## config.mk

```make
export PLATFORM = sky130hd
export DESIGN_NAME = spi_seq
export DESIGN_NICKNAME = d
export VERILOG_FILES = /design/src/rtl/spi_seq_pkg.sv /design/src/rtl/spi_seq_ram.sv /design/src/rtl/spi_seq_regs.sv /design/src/rtl/spi_seq_engine.sv /design/src/rtl/spi_seq.sv
export SDC_FILE = /design/constraint.sdc
export NUM_CORES = 1
export LEC_CHECK = 0
export BUFFER_PORTS_ARGS = -buffer_cell sky130_fd_sc_hd__buf_2
export CAP_MARGIN = 0
export CORE_MARGIN = 1.5
export CORE_UTILIZATION = 45
export CTS_CLUSTER_SIZE = 16
export DETAILED_ROUTE_END_ITERATION = 8
export SYNTH_ARGS = -nofsm -noshare
export SYNTH_HDL_FRONTEND = slang
export SYNTH_SLANG_ARGS = --single-unit
```

## constraint.sdc

```tcl
create_clock -name clk -period 4.25 [get_ports clk]
set_input_delay 0.2125 -clock clk [delete_from_list [all_inputs] [get_ports clk]]
set_output_delay 0.2125 -clock clk [all_outputs]
set_load 0.01 [all_outputs]
```

## src/rtl/spi_seq_pkg.sv

```systemverilog
package spi_seq_pkg;

  typedef enum logic [1:0] {
    ST_IDLE  = 2'd0,
    ST_SHIFT = 2'd1,
    ST_GAP   = 2'd2
  } seq_state_t;

  // register offsets inside the register region
  localparam int unsigned OFS_CTRL   = 0;
  localparam int unsigned OFS_TRIGEN = 1;
  localparam int unsigned OFS_SIZE_L = 2;
  localparam int unsigned OFS_SIZE_H = 3;
  localparam int unsigned OFS_GAP_L  = 4;
  localparam int unsigned OFS_GAP_H  = 5;
  localparam int unsigned OFS_REP    = 6;

  // region select, top two address bits
  localparam logic [1:0] RGN_REGS = 2'b00;
  localparam logic [1:0] RGN_TX   = 2'b01;
  localparam logic [1:0] RGN_RX   = 2'b10;

endpackage

```

## src/rtl/spi_seq_ram.sv

```systemverilog
module spi_seq_ram #(
  parameter int unsigned DEPTH   = 16,
  parameter bit          SYNC_RD = 1'b1,
  parameter int unsigned AW      = $clog2(DEPTH)
) (
  input  logic          clk,
  input  logic          we,
  input  logic [AW-1:0] waddr,
  input  logic [7:0]    wdata,
  input  logic [AW-1:0] raddr,
  output logic [7:0]    rdata
);

  logic [7:0] mem [DEPTH];

  always_ff @(posedge clk) begin
    if (we) mem[waddr] <= wdata;
  end

  generate
    if (SYNC_RD) begin : g_sync
      logic [7:0] q;
      always_ff @(posedge clk) q <= mem[raddr];
      assign rdata = q;
    end else begin : g_async
      assign rdata = mem[raddr];
    end
  endgenerate

endmodule

```

## src/rtl/spi_seq_regs.sv

```systemverilog
module spi_seq_regs
  import spi_seq_pkg::*;
#(
  parameter int unsigned ADDR_W = 8,
  parameter int unsigned IDX_W  = 4,
  parameter int unsigned CNT_W  = 16,
  parameter int unsigned REP_W  = 8
) (
  input  logic              clk,
  input  logic              rst,
  input  logic              bus_we,
  input  logic [ADDR_W-1:0] bus_addr,
  input  logic [7:0]        bus_wdata,
  input  logic              done,
  output logic              soft_rst,
  output logic              sw_start,
  output logic              trig_en,
  output logic [CNT_W-1:0]  size,
  output logic [CNT_W-1:0]  gap_len,
  output logic [REP_W-1:0]  rep_total,
  output logic              tx_we,
  output logic [IDX_W-1:0]  buf_idx,
  output logic              rd_rx_q,
  output logic [7:0]        reg_rdata_q
);

  localparam int unsigned OFS_W = ADDR_W - 2;

  logic [1:0]       rgn;
  logic [OFS_W-1:0] ofs;
  logic             in_regs;
  logic [7:0]       rd_mux;

  assign rgn     = bus_addr[ADDR_W-1 -: 2];
  assign ofs     = bus_addr[OFS_W-1:0];
  assign in_regs = (rgn == RGN_REGS);
  assign buf_idx = bus_addr[IDX_W-1:0];
  assign tx_we   = bus_we && (rgn == RGN_TX);

  function automatic logic hit(input int unsigned off);
    return in_regs && (ofs == OFS_W'(off));
  endfunction

  assign soft_rst = bus_we && hit(OFS_CTRL) && bus_wdata[0];
  assign sw_start = bus_we && hit(OFS_CTRL) && bus_wdata[1];

  always_ff @(posedge clk) begin
    if (rst) begin
      trig_en   <= 1'b0;
      size      <= '0;
      gap_len   <= '0;
      rep_total <= REP_W'(1);
    end else if (bus_we) begin
      if (hit(OFS_TRIGEN)) trig_en <= bus_wdata[0];
      if (hit(OFS_SIZE_L)) size[7:0] <= bus_wdata;
      if (hit(OFS_SIZE_H)) size[CNT_W-1:8] <= bus_wdata[CNT_W-9:0];
      if (hit(OFS_GAP_L))  gap_len[7:0] <= bus_wdata;
      if (hit(OFS_GAP_H))  gap_len[CNT_W-1:8] <= bus_wdata[CNT_W-9:0];
      if (hit(OFS_REP))    rep_total <= REP_W'(bus_wdata);
    end
  end

  always_comb begin
    rd_mux = 8'h00;
    if (hit(OFS_CTRL))   rd_mux = {6'd0, trig_en, done};
    if (hit(OFS_TRIGEN)) rd_mux = {7'd0, trig_en};
    if (hit(OFS_SIZE_L)) rd_mux = size[7:0];
    if (hit(OFS_SIZE_H)) rd_mux = 8'(size >> 8);
    if (hit(OFS_GAP_L))  rd_mux = gap_len[7:0];
    if (hit(OFS_GAP_H))  rd_mux = 8'(gap_len >> 8);
    if (hit(OFS_REP))    rd_mux = 8'(rep_total);
  end

  always_ff @(posedge clk) begin
    if (rst) begin
      reg_rdata_q <= 8'h00;
      rd_rx_q     <= 1'b0;
    end else begin
      reg_rdata_q <= rd_mux;
      rd_rx_q     <= (rgn == RGN_RX);
    end
  end

  // configuration survives a soft reset
  assert_cfg_kept_R9: assert property (@(posedge clk) disable iff (rst)
    soft_rst |=> (size == $past(size) && gap_len == $past(gap_len) &&
                  rep_total == $past(rep_total)));

endmodule

```

## src/rtl/spi_seq_engine.sv

```systemverilog
module spi_seq_engine
  import spi_seq_pkg::*;
#(
  parameter int unsigned IDX_W = 4,
  parameter int unsigned CNT_W = 16,
  parameter int unsigned REP_W = 8
) (
  input  logic             clk,
  input  logic             rst,
  input  logic             soft_rst,
  input  logic             go,
  input  logic [CNT_W-1:0] size,
  input  logic [CNT_W-1:0] gap_len,
  input  logic [REP_W-1:0] rep_total,
  output logic [IDX_W-1:0] tx_idx,
  input  logic [7:0]       tx_byte,
  output logic             rx_we,
  output logic [IDX_W-1:0] rx_idx,
  output logic [7:0]       rx_byte,
  input  logic             sdi,
  output logic             sclk,
  output logic             sdo,
  output logic             chip_en,
  output logic             done
);

  localparam int unsigned BI_W = IDX_W + 3;

  seq_state_t       state;
  logic             ph;
  logic [CNT_W-1:0] bit_cnt;
  logic [CNT_W-1:0] gap_cnt;
  logic [REP_W-1:0] rep_cnt;
  logic [7:0]       rx_acc;

  logic [BI_W-1:0]  nxt_bit;
  logic             nxt_val;
  logic             last;
  logic             more;
  logic [7:0]       acc_next;

  // bit loaded onto sdo at the next load edge
  assign nxt_bit = (state == ST_SHIFT) ? (bit_cnt[BI_W-1:0] + 1'b1) : '0;
  assign tx_idx  = nxt_bit[BI_W-1:3];
  assign nxt_val = tx_byte[3'd7 - nxt_bit[2:0]];

  assign last     = (bit_cnt == size - 1'b1);
  assign more     = (rep_total == '0) || (REP_W'(rep_cnt + 1'b1) != rep_total);
  assign acc_next = {rx_acc[6:0], sdi};

  // capture happens on the edge that raises sclk
  assign rx_we   = (state == ST_SHIFT) && !ph && ((bit_cnt[2:0] == 3'd7) || last);
  assign rx_idx  = bit_cnt[BI_W-1:3];
  assign rx_byte = (bit_cnt[2:0] == 3'd7) ? acc_next
                                          : (acc_next << (3'd7 - bit_cnt[2:0]));

  always_ff @(posedge clk) begin
    if (rst || soft_rst) begin
      state   <= ST_IDLE;
      ph      <= 1'b0;
      bit_cnt <= '0;
      gap_cnt <= '0;
      rep_cnt <= '0;
      rx_acc  <= '0;
      sclk    <= 1'b0;
      sdo     <= 1'b0;
      chip_en <= 1'b0;
      done    <= 1'b1;
    end else begin
      case (state)
        ST_IDLE: begin
          if (go && size != '0) begin
            state   <= ST_SHIFT;
            done    <= 1'b0;
            chip_en <= 1'b1;
            sdo     <= nxt_val;
            bit_cnt <= '0;
            ph      <= 1'b0;
            rep_cnt <= '0;
          end
        end
        ST_SHIFT: begin
          if (!ph) begin
            sclk   <= 1'b1;
            ph     <= 1'b1;
            rx_acc <= acc_next;
          end else begin
            sclk <= 1'b0;
            ph   <= 1'b0;
            if (last) begin
              chip_en <= 1'b0;
              sdo     <= 1'b0;
              if (more) begin
                state   <= ST_GAP;
                gap_cnt <= '0;
                rep_cnt <= rep_cnt + 1'b1;
              end else begin
                state <= ST_IDLE;
                done  <= 1'b1;
              end
            end else begin
              bit_cnt <= bit_cnt + 1'b1;
              sdo     <= nxt_val;
            end
          end
        end
        ST_GAP: begin
          if (gap_cnt == gap_len) begin
            state   <= ST_SHIFT;
            chip_en <= 1'b1;
            sdo     <= nxt_val;
            bit_cnt <= '0;
            ph      <= 1'b0;
          end else begin
            gap_cnt <= gap_cnt + 1'b1;
          end
        end
        default: state <= ST_IDLE;
      endcase
    end
  end

  assert_sclk_in_frame_R3: assert property (@(posedge clk) disable iff (rst)
    sclk |-> chip_en);

  assert_sdo_moves_on_fall_R1: assert property (@(posedge clk) disable iff (rst)
    !$stable(sdo) |-> ($fell(sclk) || $rose(chip_en) || $past(soft_rst)));

  assert_gap_quiet_R4: assert property (@(posedge clk) disable iff (rst)
    (state == ST_GAP) |-> (!chip_en && !sclk));

  assert_done_quiet_R5: assert property (@(posedge clk) disable iff (rst)
    done |-> (!chip_en && !sclk));

  assert_forever_no_done_R6: assert property (@(posedge clk) disable iff (rst)
    (state != ST_IDLE && rep_total == '0 && !soft_rst) |=> !done);

  assert_start_clears_done_R8: assert property (@(posedge clk) disable iff (rst)
    (state == ST_IDLE && go && size != '0 && !soft_rst) |=> (!done && chip_en));

  assert_soft_reset_idle_R9: assert property (@(posedge clk) disable iff (rst)
    soft_rst |=> (!chip_en && !sclk && !sdo && done));

endmodule

```

## src/rtl/spi_seq.sv

```systemverilog
module spi_seq #(
  parameter int unsigned ADDR_W    = 8,
  parameter int unsigned BUF_BYTES = 16,
  parameter int unsigned CNT_W     = 16,
  parameter int unsigned REP_W     = 8
) (
  input  logic              clk,
  input  logic              rst,
  input  logic              bus_we,
  input  logic [ADDR_W-1:0] bus_addr,
  input  logic [7:0]        bus_wdata,
  output logic [7:0]        bus_rdata,
  input  logic              ext_trig,
  output logic              sclk,
  output logic              sdo,
  input  logic              sdi,
  output logic              chip_en
);

  localparam int unsigned IDX_W = $clog2(BUF_BYTES);

  logic             soft_rst, sw_start, trig_en, done, tx_we, rd_rx_q;
  logic [CNT_W-1:0] size, gap_len;
  logic [REP_W-1:0] rep_total;
  logic [IDX_W-1:0] buf_idx, tx_idx, rx_idx;
  logic [7:0]       reg_rdata_q, tx_byte, rx_byte, rx_rdata;
  logic             rx_we, go;

  assign go = sw_start || (trig_en && ext_trig);

  spi_seq_regs #(
    .ADDR_W(ADDR_W), .IDX_W(IDX_W), .CNT_W(CNT_W), .REP_W(REP_W)
  ) u_regs (
    .clk(clk), .rst(rst), .bus_we(bus_we), .bus_addr(bus_addr),
    .bus_wdata(bus_wdata), .done(done), .soft_rst(soft_rst),
    .sw_start(sw_start), .trig_en(trig_en), .size(size), .gap_len(gap_len),
    .rep_total(rep_total), .tx_we(tx_we), .buf_idx(buf_idx),
    .rd_rx_q(rd_rx_q), .reg_rdata_q(reg_rdata_q)
  );

  spi_seq_ram #(.DEPTH(BUF_BYTES), .SYNC_RD(1'b0), .AW(IDX_W)) u_txbuf (
    .clk(clk), .we(tx_we), .waddr(buf_idx), .wdata(bus_wdata),
    .raddr(tx_idx), .rdata(tx_byte)
  );

  spi_seq_ram #(.DEPTH(BUF_BYTES), .SYNC_RD(1'b1), .AW(IDX_W)) u_rxbuf (
    .clk(clk), .we(rx_we), .waddr(rx_idx), .wdata(rx_byte),
    .raddr(buf_idx), .rdata(rx_rdata)
  );

  spi_seq_engine #(.IDX_W(IDX_W), .CNT_W(CNT_W), .REP_W(REP_W)) u_engine (
    .clk(clk), .rst(rst), .soft_rst(soft_rst), .go(go), .size(size),
    .gap_len(gap_len), .rep_total(rep_total), .tx_idx(tx_idx),
    .tx_byte(tx_byte), .rx_we(rx_we), .rx_idx(rx_idx), .rx_byte(rx_byte),
    .sdi(sdi), .sclk(sclk), .sdo(sdo), .chip_en(chip_en), .done(done)
  );

  assign bus_rdata = rd_rx_q ? rx_rdata : reg_rdata_q;

endmodule

```

After elaboration in Yosys (flattened, before gate mapping)
Memories as Yosys holds them, arrays and structs flattened. A register that Yosys moved wholly into a read port is not among the register bits.
Cells that the tools add are included.
- $add $sub $neg: 7
- $lt $le $gt $ge: 1
- equal/unequal tests: 22
- shift operators: 1
- mux-type cells: 55
- bitwise operators: 1
- reductions and logical operators: 43
- operator list (kind ; count):
    $mux 16 ; 8
    $mux 8 ; 12
    $pmux 16 s3 ; 1
    $add 16x1->16 const B ; 2
    $eq 16x16->1 ; 2
    $pmux 16 s2 ; 1
    $reduce_and 5->1 ; 5
    $mux 1 ; 19
    $eq 6x3->1 const B ; 3
    $pmux 8 s2 ; 1
    $reduce_bool 16->1 ; 1
    $sub 16x1->16 const B ; 1
    $logic_and 1x1->1 ; 15
    $reduce_and 2->1 ; 7
    $eq 6x2->1 const B ; 2
    $mux 2 ; 6
    $ne 2x1->1 const B ; 5
    $pmux 1 s3 ; 3
    $add 8x1->8 const B ; 1
    $logic_not 8->1 ; 1
    $ne 8x8->1 ; 1
    $reduce_and 4->1 ; 2
    $shl 8x3->8 ; 1
    $add 7x1->7 const B ; 1
    19 further kinds ; 29
- register bits: 104
- bits in writable memories: 256
- bits of input ports: 21
- output and inout port bits: 11
- word-level logic and storage cells: 150
- memories: 2
- memory list (memory ; words ; width ; rd ports ; clocked after Yosys merged registers in ; write ports ; RTL line ; text):
    u_rxbuf.mem ; 16 ; 8 ; 1 ; 1 ; 1 ; spi_seq_ram.sv:14 ; logic [7:0] mem [DEPTH];
    u_txbuf.mem ; 16 ; 8 ; 1 ; 0 ; 1 ; spi_seq_ram.sv:14 ;

Logic depth before layout (Yosys ltp)
- depth in word-level cells: 9
- gate-level depth with buffers: 14
- gate-level depth less buffers: 11

Hierarchy
Synthesis repeated with hierarchy kept, for this count alone.
- cell total of the unflattened synthesis: 1259
- area, all modules: 16691.0 µm²
- by module, submodules not included (module ; times used ; cells each ; area an instance (µm²) ; sequential area each (µm²)):
    spi_seq_ram (u_rxbuf) ; 1 ; 229 ; 5147.4 ; 4003.8
    spi_seq_ram (u_txbuf) ; 1 ; 221 ; 4987.3 ; 3843.7
    spi_seq_engine ; 1 ; 562 ; 4204.0 ; 1081.0
    spi_seq_regs ; 1 ; 237 ; 2213.4 ; 1001.0
    spi_seq ; 1 ; 10 ; 138.9 ; 0.0

Worst setup path before layout
OpenSTA, ideal clock, no wires.
- path type: register -> register
- from: register u_regs.size[1]
- to: memory u_rxbuf.mem[3][0] (enable)
- library setup time: 0.370 ns
- arrival: 3.208 ns
- required time: 3.880 ns
- slack: 0.672 ns
- cell stages (with the launch flop): 13
- path buffers: 1
- period minus slack after synthesis: 3.578 ns
- cell sequence: dfxtp_1 clkbuf_1 inv_1 ha_1 xnor2_1 a311oi_1 o211ai_1 or4_1 nor4_4 nor2_1 nor2_2 or3b_1 nor2_1
- cells in the longest elaborated chain, start to end: 6
- RTL lines (element ; RTL line ; text):
    start, declared ; spi_seq_regs.sv:18 ; output logic [CNT_W-1:0] size,
    start signal, assigned ; spi_seq_regs.sv:55 ; if (hit(OFS_SIZE_L)) size[7:0] <= bus_wdata;
    start signal, assigned by index ; spi_seq_regs.sv:56 ; if (hit(OFS_SIZE_H)) size[CNT_W-1:8] <= bus_wdata[CNT_W-9:0];
    $sub 16x1->16 ; spi_seq_engine.sv:47 ; assign last = (bit_cnt == size - 1'b1);
    $eq 16x16->1 ; spi_seq_engine.sv:47 ;
    $logic_or 1x1->1 ; spi_seq_engine.sv:52 ; assign rx_we = (state == ST_SHIFT) && !ph && ((bit_cnt[2:0] == 3'd7) || last);
    $logic_and 1x1->1 ; spi_seq_engine.sv:52 ;
    $mux 1 ; spi_seq_ram.sv:17 ; if (we) mem[waddr] <= wdata;
    $mux 1 (not written as such) ; spi_seq_ram.sv:17 ;
    end, declared ; spi_seq_ram.sv:14 ;
No other way between the ends.

Final worst setup path
- from: register u_regs.size[0]
- to: memory u_rxbuf.mem[1][1] (enable)
Same word-level chain as after synthesis.

==> reports/summary.txt <==
Status: finished, final reports clean
Final WL: 42550 um
Critical path capture point type: flop
RR Startpoint: u_regs.size[0]
Area Overhead vs Synth: 13.28%
# rows: 69
FILL cells: 3061
Max Root-Sink Buffers: 3
Hold EP: u_txbuf.mem[0][5]
WHS: 0.1457 ns
Worst-Skew Late Latency: 0.57 ns
Hold Path Depth: 1
First DRT Iteration DRCs: 1074
Finished Core Util: 51.75%
Crit path DAT: 4.08 ns
Seq/Total Area, Yosys: 61.11%
Post-CTS setup buffers: 0
Asr flop ratio synth: 0%
Flop-to-flop setup slack: 0.35 ns
Worst min path class: in2reg
R2R cell count: 11
Die W: 193.0 um
Tot Pwr: 7.527 mW
Drt via density: 5.952
Worst setup path class: reg2reg
Die area: 37260 um^2
TNS Setup: 0 ns
Critical path's slowest cell: or4_1
Setup repair after global routing missed its margin: false
Final hold violations: 0
Die Span Y: 193.0 um
Worst EP required: 4.43 ns
GR Util All Layers: 23.44%
Peak Freq: 256.6 MHz
Fin cells: 1845
CTS tree: yes
Antenna Nets Post-Route: 0
FF-to-FF End: u_rxbuf.mem[1][1]
Count of final setup violators: 0
Clock sinks: 368
Max IR drop VDD: 0.0003520 V
Final period util: 91.71%
Crit path largest cell delay: 0.59 ns
Initial antenna violation count: 2
Post-Place Cells: 1768
Crit path from: u_regs.size[0]
Slew Viols, Final: 0
Mean Syn Cell Area: 12.39 um^2
Antenna cells: 0
Pre-antenna DRT Iters: 6
LEAKAGE: 6.401 nW
Largest net degree at the start of global routing: 53
Slew @ Worst Pin: 1.126 ns
Most frequent CP cell: nor2_1
Synthesized area: 16250 um^2
Startpoint Class: flop
Root Buffer: clkbuf_16
Clock transition at path regs: 0.06 ns
I/O pin cnt: 32
Layout cell share with drive strength beyond 1: 16.04%
Most common cell after layout, fill and taps aside: edfxtp_1
Initial Utilization: 45.68%
First-pass GRT wire length: 64410 um
Nets: 1379
Syn. warnings: 0
Vias after detailed routing: 10980
Top_reg_cell synth: edfxtp_1
CP cell instances: inv_1 -> ha_1 -> xnor2_1 -> a311oi_1 -> o211ai_1 -> or4_1 -> nor4_4 -> nor2_1 -> nor2_2 -> or3b_1 -> nor2_1
Cell count after synthesis: 1312
Min cycle time layout: 3.898 ns
Most frequent cells in the layout: edfxtp_1 (256), nand2_1 (148), nor2_1 (113)
Grt total ovfl: 0
Vias in the first global route: 10570
DP Wirelength: 28110 um
Post-synth EDFFs: 256
Clock buffer count from CTS: 41
Register bit total from synthesis: 368
WL per Instance: 23.06 um
H-tree levels: 2
Worst Path Max Fanout: 9
Net count after synthesis: 1338
Placeable Area: 35570 um^2
Gpl congestion: 0.9226
Max Cap Violations: 0
Hold Path Origin: bus_wdata[5]
# port buffers: 31
Power per cell area: 408.9 nW/um^2
Drc violations: 0
Max-slew headroom: 24.69%
Clk_skew: 0.01935 ns
Yosys cell types: 70
==> flip-flops by register name (all words and copies together), names as in the netlist <==
name and count:
u_engine.rep_cnt 8, u_rxbuf.rdata 8, u_engine.state 2, u_engine.sdo 1
u_engine.gap_cnt 16, u_regs.gap_len 16, u_engine.sclk 1, u_engine.bit_cnt 16
u_txbuf.mem 128, u_regs.rd_rx_q 1, u_engine.done 1, u_rxbuf.mem 128
u_engine.rx_acc 7, u_engine.ph 1, u_regs.rep_total 8, u_regs.size 16
u_regs.trig_en 1, u_engine.chip_en 1, u_regs.reg_rdata_q 8
==> cells by family (layout without fill, tap and decap cells) <==
kind of cell / after synthesis / in the layout / share of synthesized area, %
simple gates: 473 / 473 / 14.03
buf+inv: 92 / 164 / 2.256
compound gates: 190 / 190 / 7.454
xor+xnor: 77 / 77 / 4.150
flops: 368 / 368 / 61.11
fa+ha+maj: 5 / 5 / 0.3850
mux: 107 / 107 / 10.62
==> worst max path at each step <==
| stage | slack, ns | cells past startpoint | end |
|---|---|---|---|
| 4_1_cts | 0.37 | 11 | u_rxbuf.mem[1][1] |
| 3_5_place_dp | 0.39 | 11 | u_rxbuf.mem[1][1] |
| 5_1_grt | 0.15 | 11 | u_rxbuf.mem[2][0] |
| 6_report | 0.35 | 11 | u_rxbuf.mem[1][1] |
| 2_1_floorplan | 0.67 | 12 | u_rxbuf.mem[3][0] |
| 3_3_place_gp | 0.46 | 11 | u_rxbuf.mem[2][3] |
==> layer usage <==
| layer | GRT usage (%) | routed length [um] |
|---|---|---|
| met5 | 0 | 14 |
| met4 | 7.633 | 1231 |
| met3 | 4.995 | 3038 |
| met2 | 36.46 | 19830 |
| met1 | 32.88 | 18430 |
==> cell usage after synthesis (all sizes together) (3+ instances only) <==
library cell	n	share of area, %
edfxtp	256	47
nand2	148	3.4
nor2	114	2.6
dfxtp	112	14
a21oi	76	2.3
nand3	71	2.3
clkbuf	58	1.3
mux4	51	7.1
xor2	51	2.7
mux2i	43	2.6
o21ai	32	1.0
buf	26	0.73
nor3	26	0.86
xnor2	26	1.4
nand4	23	0.89
and3	20	0.77
a22oi	13	0.60
mux2	13	0.90
nand2b	12	0.46
a31oi	11	0.42
nor2b	10	0.39
nor4	10	0.57
and2	8	0.31
inv	8	0.18
nor3b	8	0.37
a311oi	6	0.32
or3	6	0.23
ha	5	0.39
o211ai	5	0.23
a211oi	4	0.18
a221oi	4	0.22
nand3b	4	0.18
o2111ai	4	0.22
o22ai	4	0.15
a222oi	3	0.18
and3b	3	0.16
o311ai	3	0.16
or2	3	0.12
==> timing repair <==
action	in CTS	in global routing
endpoints found under the hold margin	2	0
gates resized for setup	0	0
hold buffers	3	0
==> metrics by stage <==
step / cell area [um^2] / setup slack (ns)
finish: 18410 / 0.3524
global route: 18410 / 0.1475
CTS: 18410 / 0.3651
detailed placement: 17040 / 0.3925
global placement: 17040 / 0.4557
floorplan: 16250 / 0.6722
==> report_power, final <==
part	internal (mW)	switching, mW	leakage [nW]
logic	0.0496	0.121	2.43
registers	3.82	0.00444	3.31
clock network	2.08	1.45	0.655
==> area by class of cell <==
class                           count  area (um^2)  area share, %
Sequential cell                   368         9930          53.94
Multi-Input combinational cell    852         5976          32.46
Clock buffer                       56         1142          6.206
Tap cell                          461        576.8          3.133
Timing Repair Buffer               82        558.0          3.032
Clock inverter                     18        195.2          1.060
Inverter                            8        30.03         0.1631
==> worst max-delay path: cells and delay by family (launching register included) <==
kind	cells	cell delay [ns]
AND/OR/NAND/NOR	6	2.12
flip-flops	1	0.50
AO/OA/AOI/OAI	2	0.39
adder cells (fa/ha/maj)	1	0.31
XOR/XNOR	1	0.13
buffers and inverters	1	0.08
Power figures use the tool's default switching activity.
